<file path="src/rtl/ckdiv_out_pkg.sv">
package ckdiv_out_pkg;

    localparam int CODE_W  = 3;
    localparam int MAX_DIV = 16;
    localparam int HALF_W  = $clog2(MAX_DIV / 2) + 1;

    typedef logic [CODE_W-1:0] ncode_t;
    typedef logic [HALF_W-1:0] half_t;

    // Active divider setting: bypass routes the VCO clock straight through,
    // otherwise each phase lasts 'half' VCO cycles.
    typedef struct packed {
        logic  bypass;
        half_t half;
    } ratio_t;

    localparam ncode_t BYPASS_CODE = 3'b100;
    localparam ncode_t RESET_CODE  = 3'b000;

    // Upper bit clear: divisor 2 << low bits. Upper bit set: divisor 1 << low bits.
    function automatic ratio_t decode_ratio(ncode_t c);
        ratio_t     r;
        logic [1:0] sh;
        sh       = c[2] ? (c[1:0] - 2'd1) : c[1:0];
        r.bypass = (c == BYPASS_CODE);
        r.half   = r.bypass ? half_t'(1) : (half_t'(1) << sh);
        return r;
    endfunction

endpackage

</file>
<file path="src/rtl/ckdiv_core.sv">
module ckdiv_core
    import ckdiv_out_pkg::*;
(
    input  logic   vco_clk,
    input  logic   mr,
    input  ncode_t code_i,
    output logic   src_o
);

    ratio_t act;
    ratio_t nxt;
    half_t  cnt;
    logic   div_q;
    logic   wrap;
    logic   period_start;

    assign nxt          = decode_ratio(code_i);
    assign wrap         = (cnt == act.half - half_t'(1));
    // A new period begins where the low phase ends; in bypass every edge qualifies.
    assign period_start = act.bypass || (wrap && !div_q);

    always_ff @(posedge vco_clk) begin
        if (mr) begin
            act   <= decode_ratio(RESET_CODE);
            cnt   <= '0;
            div_q <= 1'b0;
        end else if (period_start) begin
            act   <= nxt;
            cnt   <= '0;
            div_q <= 1'b1;
        end else if (wrap) begin
            cnt   <= '0;
            div_q <= ~div_q;
        end else begin
            cnt   <= cnt + half_t'(1);
        end
    end

    assign src_o = act.bypass ? vco_clk : div_q;

endmodule

</file>
<file path="src/rtl/ckdiv_oe_sync.sv">
module ckdiv_oe_sync (
    input  logic vco_clk,
    input  logic mr,
    input  logic oe_i,
    output logic en_o
);

    logic en_rise;
    logic en_fall;

    always_ff @(posedge vco_clk) begin
        if (mr) en_rise <= 1'b0;
        else    en_rise <= oe_i;
    end

    // The second stage moves on the falling edge, where a passed-through VCO
    // clock is low and the divided clock is steady.
    always_ff @(negedge vco_clk) begin
        if (mr) en_fall <= 1'b0;
        else    en_fall <= en_rise;
    end

    assign en_o = en_fall;

endmodule

</file>
<file path="src/rtl/ckdiv_fanout.sv">
module ckdiv_fanout #(
    parameter int NUM_PAIRS = 6
) (
    input  logic                 src_i,
    input  logic                 en_i,
    input  logic                 mr,
    output logic [NUM_PAIRS-1:0] fout,
    output logic [NUM_PAIRS-1:0] fout_n
);

    logic gated;

    assign gated = src_i & en_i & ~mr;

    for (genvar i = 0; i < NUM_PAIRS; i++) begin : g_pair
        assign fout[i]   = gated;
        assign fout_n[i] = ~gated;
    end

endmodule

</file>
<file path="src/rtl/ckdiv_out.sv">
module ckdiv_out
    import ckdiv_out_pkg::*;
#(
    parameter int NUM_PAIRS = 6
) (
    input  logic                 vco_clk,
    input  logic                 mr,
    input  logic [CODE_W-1:0]    n_code,
    input  logic                 oe,
    output logic [NUM_PAIRS-1:0] fout,
    output logic [NUM_PAIRS-1:0] fout_n
);

    logic src;
    logic en;

    ckdiv_core u_core (
        .vco_clk (vco_clk),
        .mr      (mr),
        .code_i  (n_code),
        .src_o   (src)
    );

    ckdiv_oe_sync u_oe (
        .vco_clk (vco_clk),
        .mr      (mr),
        .oe_i    (oe),
        .en_o    (en)
    );

    ckdiv_fanout #(.NUM_PAIRS(NUM_PAIRS)) u_fan (
        .src_i   (src),
        .en_i    (en),
        .mr      (mr),
        .fout    (fout),
        .fout_n  (fout_n)
    );

endmodule

</file>
<file path="config.mk">
export PLATFORM = sky130hd
export DESIGN_NAME = ckdiv_out
export DESIGN_NICKNAME = d
export VERILOG_FILES = /design/src/rtl/ckdiv_out_pkg.sv /design/src/rtl/ckdiv_core.sv /design/src/rtl/ckdiv_oe_sync.sv /design/src/rtl/ckdiv_fanout.sv /design/src/rtl/ckdiv_out.sv
export SDC_FILE = /design/constraint.sdc
export NUM_CORES = 1
export LEC_CHECK = 0
export BUFFER_PORTS_ARGS = -buffer_cell sky130_fd_sc_hd__buf_2
export CORE_AREA = 2 2 44 46
export CTS_BUF_LIST = sky130_fd_sc_hd__clkbuf_2
export DETAILED_ROUTE_END_ITERATION = 6
export DIE_AREA = 0 0 46 48
export GPL_TIMING_DRIVEN = 0
export MAX_ROUTING_LAYER = met4
export PLACE_DENSITY = 0.67
export SETUP_SLACK_MARGIN = 0.2
export SYNTH_ARGS = -nofsm -noshare
export SYNTH_HDL_FRONTEND = slang
export SYNTH_SLANG_ARGS = --single-unit
</file>
<file path="constraint.sdc">
create_clock -name vco_clk -period 4.35 [get_ports vco_clk]
set_clock_uncertainty 0.2 [all_clocks]
set_input_delay 0.87 -clock vco_clk [delete_from_list [all_inputs] [get_ports vco_clk]]
set_output_delay 0.87 -clock vco_clk [all_outputs]
set_load 0.01 [all_outputs]
</file>
==> results by stage <==
Status:
- The run finished, with violations left.
- The checks that failed: negative setup slack.

Yosys:
- By area the synthesized netlist is led by sky130_fd_sc_hd__dfxtp_1 (32%), sky130_fd_sc_hd__buf_4 (11%), sky130_fd_sc_hd__mux2i_1 (5.4%).
- After synthesis, the netlist uses 28 different library cells.
- In the synthesized netlist, mux cells make up 5.40% of the area.
- Of all cell types, the one taking the most synthesized area is sky130_fd_sc_hd__dfxtp_1.
- The sequential share of the synthesized area is 32.4%.
- The area share of the leading cell type in the synthesized netlist is 32.4%.
- In the synthesized netlist the dominant register cell turns out to be sky130_fd_sc_hd__dfxtp_1.
- Of all flip-flops after synthesis, the portion carrying an async set or reset was 0%.
- In this run the cell area of the synthesized design comes to 742 um2.
- Synthesis produced 81 cells.
- The simple logic cell fraction of the synthesized area is 21.4%.
- The adder-cell share of the synthesized area is 5.06%.
- The register bit count reported by yosys is 12.
- Dividing the synthesized area by the synthesized cell count gives 9.16 um2.
- The synthesized-area fraction occupied by ao, oa, aoi and oai cells is 9.78%.
- The synthesized design contains 0 enable-type register cells.
- The XOR/XNOR share of the synthesized area is 10.3%.
- The number of nets in the synthesized netlist is 90.
- The Yosys step of the flow raised 0 warnings.
- By area, the combinational part of the netlist is dominated by simple AND/OR/NAND/NOR gates.

Worst setup path:
- STA classifies the critical path startpoint as a flip-flop.
- The type of the worst setup path is reg -> out.
- In this run the worst path has a maximum fanout of 3.
- The reg-to-reg setup timing slack is 1.47 ns.
- Data arrives at the worst endpoint at 3.72 ns.
- Data on the critical path is required at its endpoint by 3.28 ns.
- The element type at the critical path end is an output pin.

Final layout:
- The area growth from synthesis to layout is 54.1%.
- The proportion of layout cells with a drive suffix above 1 is 46.7%.
- The number of nets in the layout is 128.
- Leaving out filler cells and counting taps, the final layout contains 137.
- Counting the fill cells in the layout gives 133.
- The multi-input gate area in the final layout is 403 um2.
- The sequential cell area is 241 um2.
- The number of antenna diodes in the final layout is 0.

Pwr:
- Per report_power, the combinational group accounts for 46.0% of the total.
- The internal portion of the total power is 0.365 mW.
- The leakage power total is 0.558 nW.
- The clock network accounts for 27.1% of the total power.
- The design draws 0.606 mW.
- The share of total power dissipated in sequential elements is 26.9%.
- The switching power summed over all nets is 0.240 mW.
- The switching power share of the total is 39.7%.
- The cell area power density is 530 nW/um2.
- Across the VDD grid, the largest voltage drop is 0.000317 V.

Placement:
- Prior to clock tree synthesis, the placed netlist has a worst setup slack of 0.152 ns.
- The HPWL after detailed placement is 966 um.
- The cell count after placement is 115.
- The final RePlAce weighted congestion is 0.788.
- During placement, the flow inserted port buffers numbering 17.

Routing:
- The initial DRC count is 17.
- The number of DRC violations after detailed routing is 0.
- The routed length per placed instance is 12.1 um.
- The number of nets with antenna violations after detailed routing is 0.
- The detail-routed via count per cell is 5.04.
- The number of search-and-repair iterations in the first detailed-routing pass is 4.
- For this block, the via count after detailed routing is 690.
- After detailed routing, the total wire length is 1.65 mm.

STA:
- The count of final hold-check violations is 0.
- Hold timing on the final database bottoms out at a slack of 0.304 ns.
- Setup violations remaining at the end of the flow were counted as 14.
- The max-slew violation total from the final report is 0.
- The worst max-slew margin expressed relative to the limit is 66.6%.
- Setup repair after global routing could not meet its margin everywhere.
- The final worst slack is -0.436 ns.
- At the pin with the least slew margin, the transition time is 0.500 ns.

Floorplanning:
- Measured along the y axis, the die boundary spans 48 um.
- The area of the placeable core is 1690 um2.
- The area of the die is 2210 um2.
- The die width is 46 um.
- The count of boundary I/O pins is 18.
- The floorplan has 15 rows.
- For this configuration, the core starts out at a cell density of 43.9%.

Clocking:
- TritonCTS built the clock tree.
- The number of hold buffers added after CTS is 0.
- The clock insertion delay at the later pin of the skew report is 0.36 ns.
- The clock-pin slew on the worst setup and hold paths is 0.13 ns.

Global routing:
- met4 is the most crowded layer.
- The global-route congestion overflow total is 0.
- In the global route stage, met2 resource usage came out at 20.3%.
- Global routing used 12.9% of the available met1 tracks.
- For this run, the total global-route usage over all layers was measured as 19.2%.
- Entering global routing, the biggest net connects 11 pins.
- The number of global-route vias before repair is 752.
- The initial antenna violation count is 0.
- The first global-routing pass estimated 2.51 mm of wire.
- For met3 alone, demand over resource in global routing was 16.6%.

Worst hold path:
- The classification of the worst-slack hold path is reg -> reg.

Run:
- Max-cap violations in this run came to 0.
-- worst paths after layout --
kind | from | endpoint | depth (start not counted)
worst max register to register | u_oe.en_rise | u_oe.en_o | 1
worst max-delay path | u_oe.en_o | fout_n[1] | 5
worst min-delay path | u_core.cnt[0] | u_core.cnt[0] | 1
worst min register to register | u_core.cnt[0] | u_core.cnt[0] | 1
-- kinds of logic after synthesis --
family                   after synthesis
AO/OA/AOI/OAI                          9
XOR/XNOR                               7
adder cells (fa/ha/maj)                3
buffers and inverters                 20
flip-flops                            12
multiplexers                           4
AND/OR/NAND/NOR                       26
-- synth_stat cells (2+ instances only) --
cell                       count
sky130_fd_sc_hd__nor3_1        2
sky130_fd_sc_hd__nor2_1        7
sky130_fd_sc_hd__a21oi_1       4
sky130_fd_sc_hd__or3_1         2
sky130_fd_sc_hd__inv_1         8
sky130_fd_sc_hd__ha_1          3
sky130_fd_sc_hd__buf_4        11
sky130_fd_sc_hd__nor2b_1       4
sky130_fd_sc_hd__dfxtp_1      12
sky130_fd_sc_hd__mux2i_1       4
sky130_fd_sc_hd__nor3b_1       2
sky130_fd_sc_hd__xor2_1        2
sky130_fd_sc_hd__xnor2_1       4
sky130_fd_sc_hd__nand2b_1      2
-- metal layers --
metal  share of wire, %  vias to the layer above
met5                  0                        -
met4                6.0                        0
met3                7.3                       18
met2                 49                       39
met1                 38                      297
li1                   -                      336
-- layout by cell type (no fill, tap or decap), types with 3 or more instances in the layout --
cell type                  count
sky130_fd_sc_hd__buf_6        26
sky130_fd_sc_hd__clkbuf_2     13
sky130_fd_sc_hd__dfxtp_1      11
sky130_fd_sc_hd__inv_1         8
sky130_fd_sc_hd__nor2_1        7
sky130_fd_sc_hd__buf_2         6
sky130_fd_sc_hd__nor2b_1       4
sky130_fd_sc_hd__xnor2_1       4
sky130_fd_sc_hd__mux2i_1       4
sky130_fd_sc_hd__a21oi_1       3
sky130_fd_sc_hd__ha_1          3
sky130_fd_sc_hd__buf_8         3
-- registers in the layout (all words and copies together), names as in the netlist --
signal,cells
u_core.act,5
u_core.cnt,4
u_core.div_q,1
u_oe.en_o,1
u_oe.en_rise,1
-- metrics by stage --
stage / area, um2 / utilization (%) / TNS (ns)
after floorplan: 749 / - / 0
after global placement: 856 / 50.7 / 0
after global routing: 1140 / 67.7 / -4.82
final: 1140 / 67.7 / -4.42
after CTS: 1100 / 65.0 / -4.85
after detailed placement: 856 / 50.7 / 0
-- worst max-delay path, stage by stage, from the launching register on --
cell	delay (ns)
sky130_fd_sc_hd__dfxtp_2	0.32
sky130_fd_sc_hd__or3b_4	0.37
sky130_fd_sc_hd__buf_6	0.13
sky130_fd_sc_hd__buf_8	0.12
sky130_fd_sc_hd__buf_6	0.11
sky130_fd_sc_hd__buf_6	0.11
-- repair_timing --
item                                    CTS  global route
setup buffers                             1             0
endpoints found under the setup margin   14            14
gates resized for setup                  24            17
-- final cells by class --
class	count	area share, %
Clock inverter	2	0.656
Tap cell	17	1.86
Sequential cell	12	21.1
Buffer	12	11.2
Multi-Input combinational cell	49	35.2
Timing Repair Buffer	6	2.84
Inverter	7	2.30
Clock buffer	32	24.8
-- power by group through the flow --
stage	clock (mW)	sequential (mW)	combinational, mW
floorplan	0.0148	0.158	0.246
global placement	0.0176	0.163	0.271
detailed placement	0.0176	0.164	0.281
CTS	0.162	0.163	0.284
global route	0.178	0.167	0.304
finish	0.164	0.163	0.279
No activity file was read; power rests on OpenSTA's default activity.
